$ cat src/rtl/pio_timer_pkg.sv
package pio_timer_pkg;

    typedef enum logic [1:0] {
        ST_IDLE    = 2'd0,
        ST_SETUP   = 2'd1,
        ST_STROBE  = 2'd2,
        ST_RECOVER = 2'd3
    } pio_state_e;

    typedef enum logic [1:0] {
        FLD_SETUP  = 2'd0,
        FLD_RD16   = 2'd1,
        FLD_WR16   = 2'd2,
        FLD_NARROW = 2'd3
    } pio_field_e;

endpackage

$ cat src/rtl/pio_timing_regs.sv
module pio_timing_regs
    import pio_timer_pkg::*;
#(
    parameter int DEV_N  = 2,
    parameter int CNT_W  = 4,
    parameter int DSEL_W = 1,
    localparam int TB_W  = 2 * CNT_W
) (
    input  logic                    clk,
    input  logic                    rst_n,
    input  logic                    cfg_we,
    input  logic [DSEL_W-1:0]       cfg_dev,
    input  logic [1:0]              cfg_field,
    input  logic [TB_W-1:0]         cfg_wdata,
    output logic [DEV_N*CNT_W-1:0]  setup_all,
    output logic [DEV_N*TB_W-1:0]   rd16_all,
    output logic [DEV_N*TB_W-1:0]   wr16_all,
    output logic [DEV_N*TB_W-1:0]   nar_all
);

    // Shared setup register: one nibble per device, written nibble-wise
    logic [DEV_N*CNT_W-1:0] setup_q;
    logic [TB_W-1:0]        rd16_q [DEV_N];
    logic [TB_W-1:0]        wr16_q [DEV_N];
    logic [TB_W-1:0]        nar_q  [DEV_N];

    always_ff @(posedge clk) begin
        if (!rst_n) begin
            setup_q <= '1;
            for (int d = 0; d < DEV_N; d++) begin
                rd16_q[d] <= '1;
                wr16_q[d] <= '1;
                nar_q[d]  <= '1;
            end
        end else if (cfg_we) begin
            for (int d = 0; d < DEV_N; d++) begin
                if (cfg_dev == DSEL_W'(d)) begin
                    unique case (pio_field_e'(cfg_field))
                        FLD_SETUP:  setup_q[d*CNT_W +: CNT_W] <= cfg_wdata[CNT_W-1:0];
                        FLD_RD16:   rd16_q[d] <= cfg_wdata;
                        FLD_WR16:   wr16_q[d] <= cfg_wdata;
                        FLD_NARROW: nar_q[d]  <= cfg_wdata;
                        default:    ;
                    endcase
                end
            end
        end
    end

    assign setup_all = setup_q;

    for (genvar g = 0; g < DEV_N; g++) begin : g_pack
        assign rd16_all[g*TB_W +: TB_W] = rd16_q[g];
        assign wr16_all[g*TB_W +: TB_W] = wr16_q[g];
        assign nar_all[g*TB_W +: TB_W]  = nar_q[g];
    end

endmodule

$ cat src/rtl/pio_timing_select.sv
module pio_timing_select #(
    parameter int DEV_N  = 2,
    parameter int CNT_W  = 4,
    parameter int DSEL_W = 1,
    localparam int TB_W  = 2 * CNT_W
) (
    input  logic [DEV_N*CNT_W-1:0] setup_all,
    input  logic [DEV_N*TB_W-1:0]  rd16_all,
    input  logic [DEV_N*TB_W-1:0]  wr16_all,
    input  logic [DEV_N*TB_W-1:0]  nar_all,
    input  logic [DSEL_W-1:0]      req_dev,
    input  logic                   req_write,
    input  logic                   req_wide,
    output logic [CNT_W-1:0]       sel_setup,
    output logic [CNT_W-1:0]       sel_act,
    output logic [CNT_W-1:0]       sel_rec
);

    logic [TB_W-1:0] tbyte;

    always_comb begin
        sel_setup = setup_all[req_dev*CNT_W +: CNT_W];
        // Width picks 16-bit vs 8-bit byte; direction only matters for 16-bit
        if (req_wide) begin
            tbyte = req_write ? wr16_all[req_dev*TB_W +: TB_W]
                              : rd16_all[req_dev*TB_W +: TB_W];
        end else begin
            tbyte = nar_all[req_dev*TB_W +: TB_W];
        end
        sel_act = tbyte[TB_W-1:CNT_W];
        sel_rec = tbyte[CNT_W-1:0];
    end

endmodule

$ cat src/rtl/pio_cycle_fsm.sv
module pio_cycle_fsm
    import pio_timer_pkg::*;
#(
    parameter int CNT_W = 4
) (
    input  logic             clk,
    input  logic             rst_n,
    input  logic             req_valid,
    input  logic             req_write,
    input  logic [CNT_W-1:0] sel_setup,
    input  logic [CNT_W-1:0] sel_act,
    input  logic [CNT_W-1:0] sel_rec,
    output logic             req_ready,
    output logic             addr_phase,
    output logic             rd_strobe,
    output logic             wr_strobe,
    output logic             rd_sample,
    output logic             cyc_busy,
    output logic             done
);

    pio_state_e       state_q, state_d;
    logic [CNT_W-1:0] cnt_q, cnt_d;
    logic [CNT_W-1:0] act_q, rec_q;
    logic             wr_q;
    logic             accept;
    logic             cnt_zero;

    assign accept   = (state_q == ST_IDLE) && req_valid;
    assign cnt_zero = (cnt_q == '0);

    always_comb begin
        state_d = state_q;
        cnt_d   = cnt_q;
        unique case (state_q)
            ST_IDLE: begin
                if (req_valid) begin
                    state_d = ST_SETUP;
                    cnt_d   = sel_setup;
                end
            end
            ST_SETUP: begin
                if (cnt_zero) begin
                    state_d = ST_STROBE;
                    cnt_d   = act_q;
                end else begin
                    cnt_d = cnt_q - CNT_W'(1);
                end
            end
            ST_STROBE: begin
                if (cnt_zero) begin
                    state_d = ST_RECOVER;
                    cnt_d   = rec_q;
                end else begin
                    cnt_d = cnt_q - CNT_W'(1);
                end
            end
            ST_RECOVER: begin
                if (cnt_zero) begin
                    state_d = ST_IDLE;
                end else begin
                    cnt_d = cnt_q - CNT_W'(1);
                end
            end
            default: state_d = ST_IDLE;
        endcase
    end

    // State register; timing captured only at acceptance
    always_ff @(posedge clk) begin
        if (!rst_n) begin
            state_q <= ST_IDLE;
            cnt_q   <= '0;
            act_q   <= '1;
            rec_q   <= '1;
            wr_q    <= 1'b0;
        end else begin
            state_q <= state_d;
            cnt_q   <= cnt_d;
            if (accept) begin
                act_q <= sel_act;
                rec_q <= sel_rec;
                wr_q  <= req_write;
            end
        end
    end

    always_comb begin
        req_ready  = 1'b0;
        addr_phase = 1'b0;
        rd_strobe  = 1'b0;
        wr_strobe  = 1'b0;
        rd_sample  = 1'b0;
        cyc_busy   = 1'b1;
        done       = 1'b0;
        unique case (state_q)
            ST_IDLE: begin
                req_ready = 1'b1;
                cyc_busy  = 1'b0;
            end
            ST_SETUP: addr_phase = 1'b1;
            ST_STROBE: begin
                rd_strobe = !wr_q;
                wr_strobe = wr_q;
                rd_sample = !wr_q && cnt_zero;
            end
            ST_RECOVER: done = cnt_zero;
            default: cyc_busy = 1'b0;
        endcase
    end

endmodule

$ cat src/rtl/pio_strobe_timer.sv
module pio_strobe_timer #(
    parameter int DEV_N  = 2,
    parameter int CNT_W  = 4,
    localparam int DSEL_W = (DEV_N > 1) ? $clog2(DEV_N) : 1,
    localparam int TB_W   = 2 * CNT_W
) (
    input  logic              clk,
    input  logic              rst_n,
    input  logic              cfg_we,
    input  logic [DSEL_W-1:0] cfg_dev,
    input  logic [1:0]        cfg_field,
    input  logic [TB_W-1:0]   cfg_wdata,
    input  logic              req_valid,
    input  logic [DSEL_W-1:0] req_dev,
    input  logic              req_write,
    input  logic              req_wide,
    output logic              req_ready,
    output logic              addr_phase,
    output logic              rd_strobe,
    output logic              wr_strobe,
    output logic              rd_sample,
    output logic              cyc_busy,
    output logic              done
);

    logic [DEV_N*CNT_W-1:0] setup_all;
    logic [DEV_N*TB_W-1:0]  rd16_all, wr16_all, nar_all;
    logic [CNT_W-1:0]       sel_setup, sel_act, sel_rec;

    pio_timing_regs #(.DEV_N(DEV_N), .CNT_W(CNT_W), .DSEL_W(DSEL_W)) regs_i (
        .clk       (clk),
        .rst_n     (rst_n),
        .cfg_we    (cfg_we),
        .cfg_dev   (cfg_dev),
        .cfg_field (cfg_field),
        .cfg_wdata (cfg_wdata),
        .setup_all (setup_all),
        .rd16_all  (rd16_all),
        .wr16_all  (wr16_all),
        .nar_all   (nar_all)
    );

    pio_timing_select #(.DEV_N(DEV_N), .CNT_W(CNT_W), .DSEL_W(DSEL_W)) sel_i (
        .setup_all (setup_all),
        .rd16_all  (rd16_all),
        .wr16_all  (wr16_all),
        .nar_all   (nar_all),
        .req_dev   (req_dev),
        .req_write (req_write),
        .req_wide  (req_wide),
        .sel_setup (sel_setup),
        .sel_act   (sel_act),
        .sel_rec   (sel_rec)
    );

    pio_cycle_fsm #(.CNT_W(CNT_W)) fsm_i (
        .clk        (clk),
        .rst_n      (rst_n),
        .req_valid  (req_valid),
        .req_write  (req_write),
        .sel_setup  (sel_setup),
        .sel_act    (sel_act),
        .sel_rec    (sel_rec),
        .req_ready  (req_ready),
        .addr_phase (addr_phase),
        .rd_strobe  (rd_strobe),
        .wr_strobe  (wr_strobe),
        .rd_sample  (rd_sample),
        .cyc_busy   (cyc_busy),
        .done       (done)
    );

endmodule

$ cat config.mk
export PLATFORM = sky130hd
export DESIGN_NAME = pio_strobe_timer
export DESIGN_NICKNAME = d
export VERILOG_FILES = /design/src/rtl/pio_timer_pkg.sv /design/src/rtl/pio_timing_regs.sv /design/src/rtl/pio_timing_select.sv /design/src/rtl/pio_cycle_fsm.sv /design/src/rtl/pio_strobe_timer.sv
export SDC_FILE = /design/constraint.sdc
export NUM_CORES = 1
export LEC_CHECK = 0
export BUFFER_PORTS_ARGS = -buffer_cell sky130_fd_sc_hd__buf_2
export CORE_UTILIZATION = 60
export DETAILED_ROUTE_END_ITERATION = 6
export PLACE_DENSITY = 0.79
export SYNTH_ARGS = -nofsm -noshare
export SYNTH_HDL_FRONTEND = slang
export SYNTH_HIERARCHICAL = 1
export SYNTH_SLANG_ARGS = --single-unit
$ cat constraint.sdc
create_clock -name clk -period 2.1 [get_ports clk]
set_clock_uncertainty 0.05 [all_clocks]
set_input_delay 0.105 -clock clk [delete_from_list [all_inputs] [get_ports clk]]
set_output_delay 0.105 -clock clk [all_outputs]
set_load 0.03 [all_outputs]
==> results.md, run 1 <==
* Final Power at 4.03 mW
* Die width at 77.1 µm
* Clock Sink Count at slightly above 70
* Tmin final at roughly 1.8 ns
* Final Cell Area at 0.00377 mm²
* Height of the die at 77.1 µm
* Reg2Reg Depth at 6
* Port bufs at 24
* Overall Global Routing Usage at 0.234
* RR Startpoint: fsm_i/state_q[0]
* H-tree depth at 3
* Compound-cell area share of the yosys netlist at 0.0596
* Worst Path Required at 1.95 ns
* Placed insts at 346
* Fmax at 0.558 GHz
* Hold WS at approximately 0.014 ns
* Syn Nets at 283
* Initial antenna violation count at 0
* CTS Hold Bufs at 0
* TritonCTS clock tree: built
* RR Endpoint: fsm_i/cnt_q[2]
* Core area at between 0.005 and 0.006 mm²
* Vias per inst at 5.70
* Max-cap viol count at 0
* Most frequent cells in the layout: 48 x edfxtp_1, 28 x nand2_1, 24 x buf_2, 24 x or2_2, 23 x dfxtp_1
* Routed Antenna Nets at 0
* Number of remaining DRC errors at 0
* Grt total ovfl at 0
* Worst path arrival time at between 1.5 and 2 ns
* Final hold vios at 0
* Final WS setup at 0.309 ns
* Clock Latency Late Sink at 0.35 ns
* Worst setup path end: done
* FP Rows at 26
* Setup slack at placement at 0.366 ns
* Fin util at 0.715
* #FFs+latches synth at 71
* CTS root buffer: clkbuf_8
* Relative max-transition margin at 0.553
* Tightest Hold Check Type: primary input to register
* Critical path capture point type: output pin
* First-pass GRT wire length at 10100 µm
* Largest net degree at the start of global routing at 31
* XOR/XNOR share of the synthesized area at 0.00518
* Setup Crit Path Kind: register to output pin
* Post-Syn Area at 0.00338 mm²
* Die area at 0.00594 mm²
* Clk pwr share at 0.279
* Worst-path clk slew at about 0.080 ns
* Largest family of logic cells by synthesized area: simple AND/OR/NAND/NOR gates
* Io pins at 25
* Sw power at 1.31 mW
* Clock tree buffer depth at 2
* Worst setup path startpoint: fsm_i/cnt_q[0]
* DRT Wirelength at 6210 µm
* Syn Area/Cell at 13.0 µm²
* Count of cell types in the netlist at 47
* RSZ-0062 raised after global routing: no
* Commonest non-fill, non-tap cell in the layout: edfxtp_1
* Post_cts resized at 0
* Power Dens Cells at 1070 mW/mm²
* Nets@finish at roughly 310
* Fin crit share at 0.853
* Post-detail-place hpwl at 4310 µm
* Cts bufs inserted at 9
* Via count at 2064
* Register area share after synthesis at 0.563
* Status: finished, final reports clean
* YS warnings at 6
* Detailed Routing Iterations Pass 1 at 4
* WL/cell at ~17 µm
* Mapped Cells at 259
* Initial Util at 0.641
* Flop2flop setup slack at 0.35 ns
* Critical path fanouts, max at 5
* Worst-margin pin slew at 0.661 ns
* Synthesis-to-finish area growth at 11.4%
* Antenna Cells at 0
* Vias in the first global route at 2003
* Post-CTS setup buffer count at 0
* Dpl cell area at 0.00356 mm²
* Share of layout cells above drive strength 1 at 0.366
* First DRT Iteration DRCs at 81
* Worst vdd ir at 0.706 mV
* Switch share at 0.326
* Final Max Tran Viols at 0
* Final Non-Filler Cells at between 300 and 400
* Adder-cell share of the synthesized area at 0.0222
* GP Congestion at about 0.79
* Final setup viols at 0
* Seq pwr share at 0.440
* Mux cell area share after synthesis at 0.155
* Setup_tns at 0 ns
* Leak Pwr at ~1.4 nW
* Simple-gate area share of the yosys netlist at 0.164
* Crit start category: register
* Logic pwr share at 0.281
* Internal Power at 2.71 mW
-- per-layer routing --
| layer | up-vias | routed length (µm) | GRT usage |
|---|---|---|---|
| met5 | - | 0 | 0 |
| met2 | 45 | 2950 | 0.366 |
| met4 | 0 | 89 | 0.102 |
| met1 | 1007 | 3000 | 0.311 |
| li1 | 1006 | - | - |
| met3 | 6 | 178 | 0.0560 |
-- layout make-up --
cell class | count | area (µm²)
multi-input combinational | 167 | 1370
sequential | 71 | 1900
inverter | 7 | 26.3
clock buffer | 9 | 124
timing repair buffer | 31 | 173
tap | 70 | 87.6
fill | 369 | 1500
clock inverter | 7 | 80.1
-- how the worst min path moves through the flow --
stage                 start                    to  slack, ns  cells past startpoint
2_1_floorplan     req_write            fsm_i/wr_q       0.19                      2
3_3_place_gp   cfg_wdata[5]  regs_i/rd16_q[0][13]       0.36                      2
3_5_place_dp   cfg_wdata[5]  regs_i/rd16_q[0][13]       0.37                      2
4_1_cts        cfg_wdata[5]   regs_i/wr16_q[0][5]      0.002                      2
5_1_grt        cfg_wdata[4]  regs_i/wr16_q[0][12]      0.007                      2
6_report       cfg_wdata[7]   regs_i/wr16_q[0][7]       0.01                      2
-- power by group through the flow --
stage	Clock (mW)	Combinational, mW	Sequential (mW)
floorplan	0	0.922	1.77
global placement	0	1.12	1.79
detailed placement	0	1.13	1.80
CTS	1.14	1.14	1.77
global route	1.20	1.25	1.79
finish	1.12	1.13	1.77
-- kinds of logic (layout without fill, tap and decap cells) --
logic type | after synthesis | after routing
AO/OA/AOI/OAI | 26 | 26
XOR/XNOR | 2 | 2
adder cells (fa/ha/maj) | 6 | 6
buffers and inverters | 21 | 54
flip-flops | 71 | 71
multiplexers | 37 | 37
AND/OR/NAND/NOR | 96 | 96
-- Yosys cell counts (all sizes together) --
library cell / n / area, µm²
nand3b: 1 / 7.51
nand4b: 2 / 17.5
a21boi: 1 / 7.51
a22o: 1 / 10.0
clkbuf: 8 / 32.5
a22oi: 4 / 30.0
and3: 2 / 12.5
nand4: 1 / 6.26
or4b: 1 / 13.8
nor4b: 1 / 8.76
dfxtp: 23 / 460
mux4: 8 / 180
o221a: 2 / 22.5
and2: 3 / 18.8
a21oi: 3 / 26.3
inv: 7 / 26.3
o221ai: 2 / 23.8
buf: 6 / 45.0
o211ai: 2 / 15.0
o21ai: 6 / 30.0
ha: 6 / 75.1
nor2b: 15 / 93.8
o22ai: 3 / 18.8
nand2: 28 / 105
nor3: 2 / 10.0
nand2b: 2 / 12.5
mux2i: 9 / 90.1
o31ai: 1 / 7.51
a32o: 1 / 10.0
edfxtp: 48 / 1440
and4bb: 1 / 12.5
or2: 25 / 156
mux2: 20 / 255
or3b: 1 / 11.3
nor2: 1 / 3.75
nor3b: 1 / 12.5
nand4bb: 1 / 11.3
xnor2: 2 / 17.5
nand3: 8 / 40.0
-- flip-flops by register name, indices dropped and copies added, names as in the netlist --
signal,flops
fsm_i/act_q,4
fsm_i/cnt_q,4
fsm_i/rec_q,4
fsm_i/state_q,2
fsm_i/wr_q,1
regs_i/nar_q,16
regs_i/rd16_q,16
regs_i/setup_all,8
regs_i/wr16_q,16
-- worst max-delay path: stages (launching register included) --
cell and delay [ns]:
dfxtp_1 0.34, inv_1 0.09, ha_1 0.15, nor3b_2 0.30, nand2_1 0.15, inv_1 0.07, buf_2 0.19
No activity file was read; power rests on OpenSTA's default activity.
==> run 2: changes to the inputs <==
- ABC_AREA: unset -> 1
==> results.md, run 2 <==
* Overall Global Routing Usage at 0.260 (was 0.234)
* Post-Syn Area at 0.00354 mm² (was 0.00338 mm²)
* WL/cell at 13.7 µm (was 17.2 µm)
* Dpl cell area at 0.00367 mm² (was 0.00356 mm²)
* Critical path fanouts, max at 8 (was 5)
* Die area at 0.00621 mm² (was 0.00594 mm²)
* YS warnings at 6 (unchanged)
* Final Max Tran Viols at 0 (unchanged)
* Cell accounting for the most synthesized area: edfxtp_1 (unchanged)
* CTS root buffer: clkbuf_8 (unchanged)
* Tmin final at 1.72 ns (was 1.79 ns)
* First DRT Iteration DRCs at 231 (was 81)
* Crit start category: register (unchanged)
* Relative max-transition margin at 0.661 (was 0.553)
* Clock Latency Late Sink at 0.34 ns (was 0.35 ns)
* Setup Crit Path Kind: register to output pin (unchanged)
* Final hold vios at 0 (unchanged)
* TritonCTS clock tree: built (unchanged)
* Final Cell Area at 0.00384 mm² (was 0.00377 mm²)
* Worst-path clk slew at 0.07 ns (was 0.08 ns)
* Initial antenna violation count at 0 (unchanged)
* Clock tree buffer depth at 2 (unchanged)
* Mapped Cells at 433 (was 259)
* Post-detail-place hpwl at 5040 µm (was 4310 µm)
* Sequential Area at 0.00190 mm² (unchanged)
* Flop2flop setup slack at 0.46 ns (was 0.35 ns)
* Largest registers in the final layout: regs_i/nar_q x16, regs_i/rd16_q x16, regs_i/wr16_q x16 (unchanged)
* Routed Antenna Nets at 0 (unchanged)
* Fill cells at 491 (was 369)
* Syn Nets at 457 (was 283)
* Register area share after synthesis at 0.537 (was 0.563)
* Final Non-Filler Cells at 536 (was 362)
* Synth cell count leaders: 161 x nand2_1, 67 x inv_1, 48 x edfxtp_1 (was 48 x edfxtp_1, 28 x nand2_1, 24 x or2_2)
* Post_cts resized at 0 (unchanged)
* Top FF cell, synth: edfxtp_1 (unchanged)
* Tightest Hold Check Type: primary input to register (unchanged)
* Nets@finish at 483 (was 311)
* Commonest non-fill, non-tap cell in the layout: nand2_1 (was edfxtp_1)
* Cts bufs inserted at 9 (unchanged)
* Most frequent cells in the layout: 161 x nand2_1, 67 x inv_1, 48 x edfxtp_1 (was 48 x edfxtp_1, 28 x nand2_1, 24 x buf_2, 24 x or2_2, 23 x dfxtp_1)
* Worst setup path startpoint: fsm_i/state_q[0] (was fsm_i/cnt_q[0])
* Worst-margin pin slew at 0.507 ns (was 0.661 ns)
* Number of remaining DRC errors at 0 (unchanged)
* FP Rows at 27 (was 26)
* RR Startpoint: fsm_i/state_q[0] (unchanged)
* Vias per inst at 5.15 (was 5.70)
* Port bufs at 24 (unchanged)
* H-tree depth at 3 (unchanged)
* Worst path arrival time at 1.56 ns (was 1.64 ns)
* Worst setup path end: rd_sample (was done)
* Count of cell types in the netlist at 26 (was 47)
* Setup_tns at 0 ns (unchanged)
* Final setup viols at 0 (unchanged)
* Post-synth top area share at 0.407 (was 0.427)
* Worst vdd ir at 0.539 mV (was 0.706 mV)
* Number of flops mapped to enable cells by yosys at 48 (unchanged)
* First-pass GRT wire length at 12100 µm (was 10100 µm)
* Most common cell in the netlist: nand2_1 (was edfxtp_1)
* Max-cap viol count at 0 (unchanged)
* RSZ-0062 raised after global routing: no (unchanged)
* Status: finished, final reports clean (unchanged)
* DRT Wirelength at 7320 µm (was 6210 µm)
* Critical path capture point type: output pin (unchanged)
* Detailed Routing Iterations Pass 1 at 4 (unchanged)
* Post-CTS setup buffer count at 0 (unchanged)
* Grt total ovfl at 0 (unchanged)
* Share of layout cells above drive strength 1 at 0.116 (was 0.366)
* Power Dens Cells at 1020 mW/mm² (was 1070 mW/mm²)
* Area of the multi-input gates at 0.00127 mm² (was 0.00137 mm²)
* Die width at 78.8 µm (was 77.1 µm)
* FFs w/ async S/R, synth at 0 (unchanged)
* Leak Pwr at 1.86 nW (was 1.43 nW)
* Io pins at 25 (unchanged)
* Syn Area/Cell at 8.18 µm² (was 13.0 µm²)
* Reg2Reg Depth at 6 (unchanged)
* Fin crit share at 0.819 (was 0.853)
* Largest net degree at the start of global routing at 21 (was 31)
* Vias in the first global route at 2689 (was 2003)
* Antenna Cells at 0 (unchanged)
* Synthesis-to-finish area growth at 8.52% (was 11.4%)
* Fmax at 0.582 GHz (was 0.558 GHz)
* GP Congestion at 0.780 (was 0.786)
* Synth area leaders: edfxtp_1 41%, nand2_1 17%, dfxtp_1 13% (was edfxtp_1 43%, dfxtp_1 14%, mux4_2 5.3%)
* Placed insts at 519 (was 346)
* Height of the die at 78.8 µm (was 77.1 µm)
* RR Endpoint: fsm_i/act_q[0] (was fsm_i/cnt_q[2])
* Initial Util at 0.631 (was 0.641)
* Via count at 2761 (was 2064)
* Clock Sink Count at 71 (unchanged)
* Worst Path Required at 1.95 ns (about the same)
* #FFs+latches synth at 71 (unchanged)
* Core area at 0.00561 mm² (was 0.00527 mm²)
==> run 2: cell count changes after synthesis, moves of 9 or more <==
cell,delta
nor2_1,+25
or2_2,-24
nand2_1,+133
nand3_1,+37
mux2i_1,-9
mux2_2,-12
nor2b_1,-15
inv_1,+61
a21oi_1,+19
==> run 2: how the worst min path moves through the flow <==
stage | startpoint | cells past startpoint | endpoint
final | cfg_wdata[1] | 3 | regs_i/setup_all[1]
after floorplan | rst_n | 1 | regs_i/setup_all[1]
after detailed placement | cfg_wdata[0] | 3 | regs_i/setup_all[0]
after global routing | cfg_wdata[1] | 3 | regs_i/setup_all[1]
after global placement | cfg_wdata[0] | 3 | regs_i/setup_all[0]
after CTS | cfg_wdata[1] | 3 | regs_i/setup_all[1]
==> run 2: cell type report <==
cell class,count,share of cell area
multi-input cells,277,0.330
clock buffers,12,0.0352
repair buffers,27,0.0378
well taps,72,0.0234
inverters,73,0.0726
clock inverters,4,0.00586
flip-flops and latches,71,0.495
==> run 2: cells by family after synthesis <==
| family | Yosys count | share of synthesized area |
|---|---|---|
| xor gates and xnor gates | 1 | 0.00247 |
| DFF | 71 | 0.537 |
| adders and majority gates | 6 | 0.0212 |
| AOI/OAI and AO/OA | 26 | 0.0399 |
| buffers and inverters | 85 | 0.105 |
| and+or+nand+nor | 244 | 0.295 |
==> run 2: layer usage <==
layer,GRT usage,vias to the layer above,share of wire
met5,0,-,0
met1,0.332,1257,0.44
met3,0.0345,13,0.062
met2,0.440,76,0.48
met4,0.122,0,0.018
li1,-,1415,-
==> run 2: critical path, stage by stage (launching register included) <==
cell and delay (ns):
dfxtp_1 0.34, inv_1 0.10, ha_1 0.32, inv_1 0.09
nor3_1 0.16, buf_2 0.22
==> run 2: through the flow <==
step	utilization	hold WS (ns)	power, mW	setup WS (ns)
after CTS	0.685	0.00830	3.92	0.369
after floorplan	-	0.139	2.77	0.395
final	0.685	0.0160	3.91	0.381
after global placement	0.655	0.336	2.97	0.562
after detailed placement	0.655	0.340	3.02	0.497
after global routing	0.685	0.0281	4.16	0.261
==> run 2: timing repair <==
item,4_1_cts,5_1_grt
hold endpoints to repair,2,0
setup endpoints to repair,0,0
hold buffers,1,0
==> run 2: power breakdown <==
part	leakage [nW]	internal [mW]	switching, mW
Combinational	1.12	0.409	0.839
Clock	0.0801	0.424	0.482
Sequential	0.668	1.66	0.0950
Total	1.86	2.50	1.42
